==> config.mk <==
export PLATFORM = sky130hd
export DESIGN_NAME = req_splitter
export DESIGN_NICKNAME = d
export VERILOG_FILES = /design/src/rtl/rsplit_pkg.sv /design/src/rtl/rsplit_decode.sv /design/src/rtl/rsplit_piece.sv /design/src/rtl/rsplit_ctrl.sv /design/src/rtl/req_splitter.sv
export SDC_FILE = /design/constraint.sdc
export NUM_CORES = 1
export LEC_CHECK = 0
export ABC_AREA = 1
export BUFFER_PORTS_ARGS = -buffer_cell sky130_fd_sc_hd__buf_2
export CAP_MARGIN = 20
export CORE_UTILIZATION = 46
export CTS_CLUSTER_DIAMETER = 50
export DETAILED_ROUTE_END_ITERATION = 10
export GPL_ROUTABILITY_DRIVEN = 0
export PLACE_DENSITY = 0.7
export RECOVER_POWER = 25
export SETUP_SLACK_MARGIN = 0.2
export SYNTH_ARGS = -nofsm -noshare
export SYNTH_HDL_FRONTEND = slang
export SYNTH_SLANG_ARGS = --single-unit
==> constraint.sdc <==
create_clock -name clk -period 5.3 [get_ports clk]
set_clock_uncertainty 0.15 [all_clocks]
set_input_delay 1.06 -clock clk [delete_from_list [all_inputs] [get_ports clk]]
set_output_delay 1.06 -clock clk [all_outputs]
set_load 0.01 [all_outputs]
==> src/rtl/rsplit_pkg.sv <==
package rsplit_pkg;

    localparam int BANK_W = 2;
    localparam int ROW_W  = 12;
    localparam int COL_W  = 12;
    localparam int WRAP_BEATS = 4;

    typedef enum logic {
        ST_IDLE = 1'b0,
        ST_SEND = 1'b1
    } split_st_t;

    typedef struct packed {
        logic [BANK_W-1:0] bank;
        logic [ROW_W-1:0]  row;
        logic [COL_W-1:0]  col;
    } mem_loc_t;

    // Beat shift for the memory width code: 32-bit, 16-bit, 8-bit.
    function automatic logic [1:0] width_shift(input logic [1:0] code);
        logic [1:0] s;
        case (code)
            2'b00:   s = 2'd0;
            2'b01:   s = 2'd1;
            default: s = 2'd2;
        endcase
        return s;
    endfunction

    // Number of column bits for the column code.
    function automatic logic [3:0] col_bits(input logic [1:0] code);
        return 4'd8 + {2'b00, code};
    endfunction

endpackage

==> src/rtl/rsplit_decode.sv <==
module rsplit_decode
    import rsplit_pkg::*;
#(
    parameter int BEAT_W = 28,
    parameter int PL_W   = 12
) (
    input  logic [BEAT_W-1:0] beat_addr,
    input  logic [1:0]        col_code,
    output mem_loc_t          loc,
    output logic [PL_W-1:0]   to_page_end
);
    logic [3:0]        cb;
    logic [BEAT_W-1:0] low_mask;
    logic [BEAT_W-1:0] col_full;

    always_comb begin
        cb          = col_bits(col_code);
        low_mask    = (BEAT_W'(1) << cb) - BEAT_W'(1);
        col_full    = beat_addr & low_mask;
        loc.col     = COL_W'(col_full);
        loc.bank    = BANK_W'(beat_addr >> cb);
        loc.row     = ROW_W'(beat_addr >> (cb + 4'd2));
        to_page_end = (PL_W'(1) << cb) - PL_W'(loc.col);
    end

endmodule

==> src/rtl/rsplit_piece.sv <==
module rsplit_piece
    import rsplit_pkg::*;
#(
    parameter int PL_W = 12
) (
    input  logic [PL_W-1:0] remain,
    input  logic [PL_W-1:0] to_page_end,
    input  logic            wrap,
    output logic [PL_W-1:0] piece_len,
    output logic            piece_last
);
    always_comb begin
        if (wrap) begin
            piece_len  = PL_W'(WRAP_BEATS);
            piece_last = 1'b1;
        end else if (remain <= to_page_end) begin
            piece_len  = remain;
            piece_last = 1'b1;
        end else begin
            piece_len  = to_page_end;
            piece_last = 1'b0;
        end
    end

endmodule

==> src/rtl/rsplit_ctrl.sv <==
module rsplit_ctrl
    import rsplit_pkg::*;
#(
    parameter int ADDR_W = 26,
    parameter int LEN_W  = 9,
    parameter int BEAT_W = ADDR_W + 2,
    parameter int PL_W   = LEN_W + 3
) (
    input  logic              clk,
    input  logic              rst,
    input  logic              init_done,
    input  logic [1:0]        width_mode,
    input  logic              req_valid,
    input  logic [ADDR_W-1:0] req_addr,
    input  logic [LEN_W-1:0]  req_len,
    input  logic              req_write,
    input  logic              req_wrap,
    input  logic              bk_ack,
    input  logic [PL_W-1:0]   piece_len,
    input  logic              piece_last,
    output logic              busy_n,
    output logic              bk_req,
    output logic              bk_start,
    output logic              req_ack,
    output logic [BEAT_W-1:0] cur_beat,
    output logic [PL_W-1:0]   remain,
    output logic              wrap_q,
    output logic              write_q
);
    split_st_t st;
    logic      first_q;
    logic      take;
    logic      accept;
    logic [1:0] sh;

    assign sh     = width_shift(width_mode);
    assign take   = (st == ST_IDLE) && init_done && req_valid;
    assign accept = (st == ST_SEND) && bk_ack;

    always_ff @(posedge clk) begin
        if (rst) begin
            st       <= ST_IDLE;
            first_q  <= 1'b0;
            cur_beat <= '0;
            remain   <= '0;
            wrap_q   <= 1'b0;
            write_q  <= 1'b0;
        end else begin
            case (st)
                ST_IDLE: begin
                    if (take) begin
                        st       <= ST_SEND;
                        first_q  <= 1'b1;
                        cur_beat <= BEAT_W'(req_addr) << sh;
                        remain   <= PL_W'(req_len) << sh;
                        wrap_q   <= req_wrap;
                        write_q  <= req_write;
                    end
                end
                ST_SEND: begin
                    if (accept) begin
                        first_q <= 1'b0;
                        if (piece_last) begin
                            st <= ST_IDLE;
                        end else begin
                            cur_beat <= cur_beat + BEAT_W'(piece_len);
                            remain   <= remain - piece_len;
                        end
                    end
                end
                default: st <= ST_IDLE;
            endcase
        end
    end

    assign bk_req   = (st == ST_SEND);
    assign bk_start = first_q;
    assign req_ack  = accept && piece_last;
    assign busy_n   = (st == ST_IDLE) && init_done;

    // nothing may be arbitrated before initialisation.
    a_r1_no_accept_uninit: assert property (@(posedge clk) disable iff (rst)
        !init_done |-> !busy_n);

    // busy while a piece is outstanding.
    a_r2_busy_in_flight: assert property (@(posedge clk) disable iff (rst)
        bk_req |-> !busy_n);

    // acknowledge lasts one cycle.
    a_r10_ack_pulse: assert property (@(posedge clk) disable iff (rst)
        req_ack |=> !req_ack);

    // after a non-final piece is taken the next one is not a start.
    a_r7_start_once: assert property (@(posedge clk) disable iff (rst)
        (bk_req && bk_ack && !piece_last) |=> (bk_req && !bk_start));

endmodule

==> src/rtl/req_splitter.sv <==
module req_splitter
    import rsplit_pkg::*;
#(
    parameter int ADDR_W = 26,
    parameter int LEN_W  = 9
) (
    input  logic              clk,
    input  logic              rst,
    input  logic              init_done,
    input  logic [1:0]        width_mode,
    input  logic [1:0]        col_code,
    input  logic              req_valid,
    input  logic [ADDR_W-1:0] req_addr,
    input  logic [LEN_W-1:0]  req_len,
    input  logic              req_write,
    input  logic              req_wrap,
    output logic              req_ack,
    output logic              busy_n,
    output logic              bk_req,
    output logic              bk_start,
    output logic              bk_last,
    output logic              bk_wrap,
    output logic              bk_write,
    output logic [1:0]        bk_bank,
    output logic [11:0]       bk_row,
    output logic [11:0]       bk_col,
    output logic [LEN_W+2:0]  bk_len,
    input  logic              bk_ack
);
    localparam int BEAT_W = ADDR_W + 2;
    localparam int PL_W   = LEN_W + 3;

    logic [BEAT_W-1:0] cur_beat;
    logic [PL_W-1:0]   remain;
    logic [PL_W-1:0]   to_end;
    logic [PL_W-1:0]   piece_len;
    logic              piece_last;
    logic              wrap_q;
    logic              write_q;
    mem_loc_t          loc;

    rsplit_decode #(.BEAT_W(BEAT_W), .PL_W(PL_W)) u_decode (
        .beat_addr   (cur_beat),
        .col_code    (col_code),
        .loc         (loc),
        .to_page_end (to_end)
    );

    rsplit_piece #(.PL_W(PL_W)) u_piece (
        .remain      (remain),
        .to_page_end (to_end),
        .wrap        (wrap_q),
        .piece_len   (piece_len),
        .piece_last  (piece_last)
    );

    rsplit_ctrl #(.ADDR_W(ADDR_W), .LEN_W(LEN_W), .BEAT_W(BEAT_W), .PL_W(PL_W)) u_ctrl (
        .clk        (clk),
        .rst        (rst),
        .init_done  (init_done),
        .width_mode (width_mode),
        .req_valid  (req_valid),
        .req_addr   (req_addr),
        .req_len    (req_len),
        .req_write  (req_write),
        .req_wrap   (req_wrap),
        .bk_ack     (bk_ack),
        .piece_len  (piece_len),
        .piece_last (piece_last),
        .busy_n     (busy_n),
        .bk_req     (bk_req),
        .bk_start   (bk_start),
        .req_ack    (req_ack),
        .cur_beat   (cur_beat),
        .remain     (remain),
        .wrap_q     (wrap_q),
        .write_q    (write_q)
    );

    assign bk_last  = piece_last;
    assign bk_wrap  = wrap_q;
    assign bk_write = write_q;
    assign bk_bank  = loc.bank;
    assign bk_row   = loc.row;
    assign bk_col   = loc.col;
    assign bk_len   = piece_len;

    // a plain piece stays inside its page.
    a_r5_page_bound: assert property (@(posedge clk) disable iff (rst)
        (bk_req && !bk_wrap) |->
            ((int'(bk_col) + int'(bk_len)) <= (1 << (8 + int'(col_code)))));

    // wrap pieces are single 4-beat transfers.
    a_r8_wrap_shape: assert property (@(posedge clk) disable iff (rst)
        (bk_req && bk_wrap) |-> (bk_len == (LEN_W+3)'(WRAP_BEATS) && bk_start && bk_last));

    // fields hold while the bank controller stalls.
    a_r9_hold: assert property (@(posedge clk) disable iff (rst)
        (bk_req && !bk_ack) |=> (bk_req && $stable(bk_col) && $stable(bk_row)
            && $stable(bk_bank) && $stable(bk_len) && $stable(bk_start)));

endmodule

# Word level (Yosys, flattened, before mapping)
# Index checks and enable logic that the tools add are counted.
# W data, S select, Z words.
# word_totals
ff_bits	44
inputBits	46
output_inout_bits	45
elab_cells	53
# op_classes
n_addsub	6
n_lt_le_gt_ge	1
n_eq_ne	4
shifts	6
muxes	20
bitwise_logic	2
reduce_logical	8
# op_table
op	count
$mux W28	3
$mux W12	5
$pmux W28 S2	1
$add A28 B12 Y28	1
$shl A26 B2 Y28	1
$shr A28 B4 Y12	1
$shr A28 B4 Y2	1
$pmux W12 S2	1
$shl A1 B4 Y12 const A	2
$sub A12 B12 Y12	2
$and A12 B12 Y12	1
$le A12 B12 Y1	1
$shl A9 B2 Y12	1
$sub A12 B2 Y12 const B	1
$mux W1	7
$add A4 B2 Y4 const A	1
$add A4 B2 Y4 const B	1
$logic_and A1 B1 Y1	4
$ne A2 B2 Y1 const B	2
$pmux W1 S2	2
$pmux W2 S2	1
$reduce_and A2 Y1	2
$reduce_and A3 Y1	1
$eq A2 B1 Y1 const B	1
3 further kinds	3

# Depth between registers and ports, before layout
# logic_depth
word_depth	12
depth_mapped	36
mapped_depth_nobuf	35

# Modules after synthesis
# Synthesis repeated with hierarchy kept, for this count alone.
# unflattened
hier_cells	1007
area_unflattened_um2	5940.7
# by_module_without_submodules
mod	instances	cells_per_inst	area_per_inst_um2	seq_area_each_um2
rsplit_ctrl	1	750	4391.7	880.8
rsplit_decode	1	142	778.2	0.0
rsplit_piece	1	115	770.7	0.0

# Least setup slack after synthesis
# Ideal clock, no wire load.
# synth_path
path_type	in2reg
from	input col_code[0]
to	register u_ctrl.cur_beat[10]
setup_ns	0.122
arrival_time_ns	5.282
required_ns	5.028
setup_slack_ns	-0.254
path_stages	30
cell_sequence	clkbuf_1 > nor2_1 > ha_1 > inv_1 > nor2_1 > nand3_1 > nand3_1 > nand2_2 > ha_1 > nand2_2 > nor2_4 > nand2_2 > a21oi_1 > nor2_1 > nor2_2 > buf_2 > o21ai_0 > a21oi_1 > ha_1 > inv_1 > fa_1 > inv_1 > nand3_1 > nand2_1 > a21oi_1 > o21ai_2 > a21boi_0 > or2_2 > nand3_1 > a31oi_1
# synth_via
elab_chain_len	12
elab_cells_between_ends	17
cone_classes	add/sub: 4; order compare: 1; eq/ne: 1; shift: 2; mux: 7; bitwise: 1; reduce/logical: 1
# synth_lines
item	line	text
start, declared	req_splitter.sv:11	input logic [1:0] col_code,
$add A4 B2 Y4 *	rsplit_pkg.sv:32	return 4'd8 + {2'b00, code};
$shl A1 B4 Y12	rsplit_decode.sv:18, rsplit_decode.sv:23	
$sub A12 B2 Y12	rsplit_decode.sv:18	low_mask = (BEAT_W'(1) << cb) - BEAT_W'(1);
$and A12 B12 Y12	rsplit_decode.sv:19	col_full = beat_addr & low_mask;
$sub A12 B12 Y12 *	rsplit_decode.sv:23	to_page_end = (PL_W'(1) << cb) - PL_W'(loc.col);
$le A12 B12 Y1	rsplit_piece.sv:16	end else if (remain <= to_page_end) begin
$mux W12 *	rsplit_piece.sv:16	
$mux W12 *	rsplit_piece.sv:13	if (wrap) begin
via bk_len[0]	req_splitter.sv:27	output logic [LEN_W+2:0] bk_len,
$add A28 B12 Y28 *	rsplit_ctrl.sv:66	cur_beat <= cur_beat + BEAT_W'(piece_len);
$mux W28 *	rsplit_ctrl.sv:63	if (piece_last) begin
$mux W28 *	rsplit_ctrl.sv:61	if (accept) begin
$pmux W28 S2 *	rsplit_ctrl.sv:49	case (st)
end signal, assigned	rsplit_ctrl.sv:54	cur_beat <= BEAT_W'(req_addr) << sh;
end signal, assigned	rsplit_ctrl.sv:66	
end, declared	rsplit_ctrl.sv:25	output logic [BEAT_W-1:0] cur_beat,
# Mark *: on every way through the listed nets, which the timed path passes. The rest lies on a longest branch. The select of a mux whose other input is x is not followed.
# A chain may end at the register's enable or synchronous reset.

# Final worst setup path
# layout_path
from	input col_code[0]
to	register u_ctrl.cur_beat[10]
# layout_via
elab_chain_len	12
elab_cells_between_ends	17
cone_classes	add/sub: 4; order compare: 1; eq/ne: 1; shift: 2; mux: 7; bitwise: 1; reduce/logical: 1
# layout_lines
item	line
$add A4 B2 Y4 *	rsplit_pkg.sv:32
$shl A1 B4 Y12	rsplit_decode.sv:18, rsplit_decode.sv:23
$sub A12 B2 Y12	rsplit_decode.sv:18
$and A12 B12 Y12	rsplit_decode.sv:19
$sub A12 B12 Y12 *	rsplit_decode.sv:23
$le A12 B12 Y1	rsplit_piece.sv:16
$mux W12	rsplit_piece.sv:16
$mux W12	rsplit_piece.sv:13
$add A28 B12 Y28	rsplit_ctrl.sv:66
$mux W28	rsplit_ctrl.sv:63
$mux W28	rsplit_ctrl.sv:61
$pmux W28 S2	rsplit_ctrl.sv:49
# Mark *: on every way between the ends. The rest lies on a longest branch, timed or not. The select of a mux whose other input is x is not followed.

==> results.toml <==
[floorplan]
io_pins = 91
die_y_um = 104
core.rowCount = 36
die_area_um2 = 10900
core-area_um2 = 9950
dieWidth_um = 104
start_util_pct = 48.3

[yosys]
synth_nets = 871
synth_most_common_cell = "nand2_1"
yosysSeqAreaShare_pct = 17.1
syn_inst = 786
async_reset_ff_share_pct = 0
ys_top_cells_by_count = "nand2_1 (153), inv_1 (95), o21ai_0 (93)"
netlist_area_um2 = 4810
synth_warnings = 0
netlist_top_cells_area = "dfxtp_1 (17%), nand2_1 (12%), o21ai_0 (9.7%)"
synth_area_per_cell_um2 = 6.12
synth_top_area_share_pct = 17.1
synth_edf_count = 0
yosys.area.top_type = "dfxtp_1"
ys.flop_type = "dfxtp_1"
yosysUniqueCellTypes = 54
synth-seq-cells = 41

[finish]
fin_cells = 1053
drive_gt1_share_pct = 27.1
final_util_pct = 63.0
nNetsFinal = 1004
design_area_um2 = 6270
antenna_cells = 0
fillers = 952
area_growth_pct = 30.5

[timing]
tightest_slew_ns = 1.36
period_needed_ns = 4.99
max_freq_mhz = 200
fin_crit_sh_pct = 94.2
rsz0062_at_grt = "true"
slew_headroom_pct = 9.27
hold_viol_final = 0
maxSlewViolCount = 0
setup_viol = 0
whs_ns = 0.320

[worst_setup_path]
crit_slowest_cell = "fa_2"
critPathMaxFanout = 8
critPathMaxStageDelay_ns = 0.33
rrSetupSlack_ns = 0.37
critPathLaunchType = "primary input"
r2r_start = "u_ctrl.cur_beat[0]$_SDFFE_PP0P_"
required_ns = 5.34
endpoint = "u_ctrl.cur_beat[10]$_SDFFE_PP0P_"
ff2ff_path_depth = 33
crit_start = "col_code[0]"
r2r-end = "u_ctrl.cur_beat[10]$_SDFFE_PP0P_"
crit_type = "in2reg"
crit_arrival_ns = 5.03
end_kind = "register"

[place]
placed_area_um2 = 5790
place_inst = 1030
place.detailed.hpwl_mm = 12.2
io_buffers = 88

[routing]
vias = 5971
wirelength_mm = 16.1
dr.pass1.iters = 6
vias_per_cell = 5.67
drt-initial-drc-count = 427
drc_errors = 0
wl_per_cell_um = 15.3
final_antenna_net_count = 0

[clocking]
cts_buffers = 5
clock_latency_ns = 0.30
cts-root-buf = "clkbuf_8"
clk_pin_slew_worst_paths_ns = 0.09
cts_tree = "yes"
cts_buffer_depth = 2
cts_max_level = 2
numClockSinks = 41

[pwr]
power_density_nw_per_um2 = 250
power_w = 0.00157
leakage_nw = 3.02
ir_drop_mv = 0.158

[global_route]
grtUsageMet3_pct = 4.76
met1_usage_pct = 38.3
overflow = 0
antenna_found_initial = 0
grt_pass1_wl_mm = 26.0
top_usage_layer = "met2"
grt_max_degree = 41
use_met2_pct = 49.2
grt_use_total_pct = 29.0
grt_pass1_vias = 5531

[status]
status = "finished clean"

[min_path]
hp-class = "reg2reg"

[job]
max_cap_violations = 0
## routing by layer
layer  vias to the layer above  share of wire, %
met1                      2743                44
met5                         -                 0
met3                        26               8.3
met2                       265                47
met4                         0               1.6
li1                       2937                 -
## cells by family (layout without fill, tap and decap cells)
logic type | Yosys count | count (layout) | share of synthesized area (%)
and+or+nand+nor | 286 | 286 | 25.5
other | 1 | 1 | 0.0780
buffers and inverters | 144 | 278 | 13.0
AOI/OAI and AO/OA | 260 | 260 | 31.0
xor gates and xnor gates | 12 | 12 | 2.19
DFF | 41 | 41 | 17.1
muxes | 3 | 3 | 0.625
adders and majority gates | 39 | 39 | 10.5
## placed cells by master (no fill, tap or decap), types with 22 or more instances in the layout
master | synthesis | routed
a21oi_1 | 80 | 73
buf_2 | 3 | 74
buf_4 | 12 | 71
dfxtp_1 | 41 | 41
ha_1 | 37 | 29
inv_1 | 95 | 86
nand2_1 | 153 | 139
nand3_1 | 39 | 34
nor2_1 | 61 | 54
o21ai_0 | 93 | 90
o21ai_1 | 23 | 22
## report_power, final
group | internal (W) | switching [W]
registers | 0.000334 | 0.0000397
clock network | 0.000154 | 0.000128
logic | 0.000390 | 0.000524
total | 0.000878 | 0.000692
## through the flow
| step | setup TNS (ns) | worst slack (ns) |
|---|---|---|
| floorplan | 0 | 0.196 |
| global placement | -0.854 | -0.137 |
| detailed placement | -1.85 | -0.246 |
| CTS | 0 | 0.215 |
| global route | 0 | 0.0414 |
| finish | 0 | 0.306 |
## how the worst min path moves through the flow
| stage | cells after the start | slack (ns) | end | start |
|---|---|---|---|---|
| after floorplan | 2 | 0.33 | u_ctrl.write_q$_SDFFE_PP0P_ | u_ctrl.write_q$_SDFFE_PP0P_ |
| after global placement | 2 | 0.29 | u_ctrl.write_q$_SDFFE_PP0P_ | u_ctrl.write_q$_SDFFE_PP0P_ |
| after detailed placement | 2 | 0.31 | u_ctrl.write_q$_SDFFE_PP0P_ | u_ctrl.write_q$_SDFFE_PP0P_ |
| after CTS | 2 | 0.32 | u_ctrl.write_q$_SDFFE_PP0P_ | u_ctrl.write_q$_SDFFE_PP0P_ |
| after global routing | 2 | 0.36 | u_ctrl.bk_start$_SDFFE_PP0P_ | u_ctrl.bk_start$_SDFFE_PP0P_ |
| final | 2 | 0.32 | u_ctrl.write_q$_SDFFE_PP0P_ | u_ctrl.write_q$_SDFFE_PP0P_ |
## repair_timing
item                                    in CTS  in global routing
pin swaps                                    4                 31
gates resized for setup                     10                 61
cloned                                       1                  0
endpoints found under the setup margin      11                 34
buffers inserted                             2                 12
hold buffers                                 0                  0
## cell type report
type | instances | area [µm²] | share of cell area (%)
clock buffers | 7 | 86.3 | 1.38
clock inverters | 1 | 30.0 | 0.479
inverters | 102 | 388 | 6.18
multi-input cells | 601 | 3710 | 59.1
flip-flops and latches | 41 | 821 | 13.1
well taps | 133 | 166 | 2.65
repair buffers | 168 | 1070 | 17.1
## sequential cells by signal (all words and copies together), names as in the netlist
register / count
u_ctrl.cur_beat: 25
u_ctrl.remain: 12
u_ctrl.bk_start: 1
u_ctrl.wrap_q: 1
u_ctrl.write_q: 1
u_ctrl.bk_req: 1
## critical path: cells and delay by family
| kind | cells | cell delay, ns |
|---|---|---|
| simple gates | 15 | 1.53 |
| buf+inv | 7 | 0.59 |
| compound gates | 7 | 0.72 |
| fa+ha+maj | 4 | 1.10 |
Note: power is estimated with default switching activity, not from simulation.
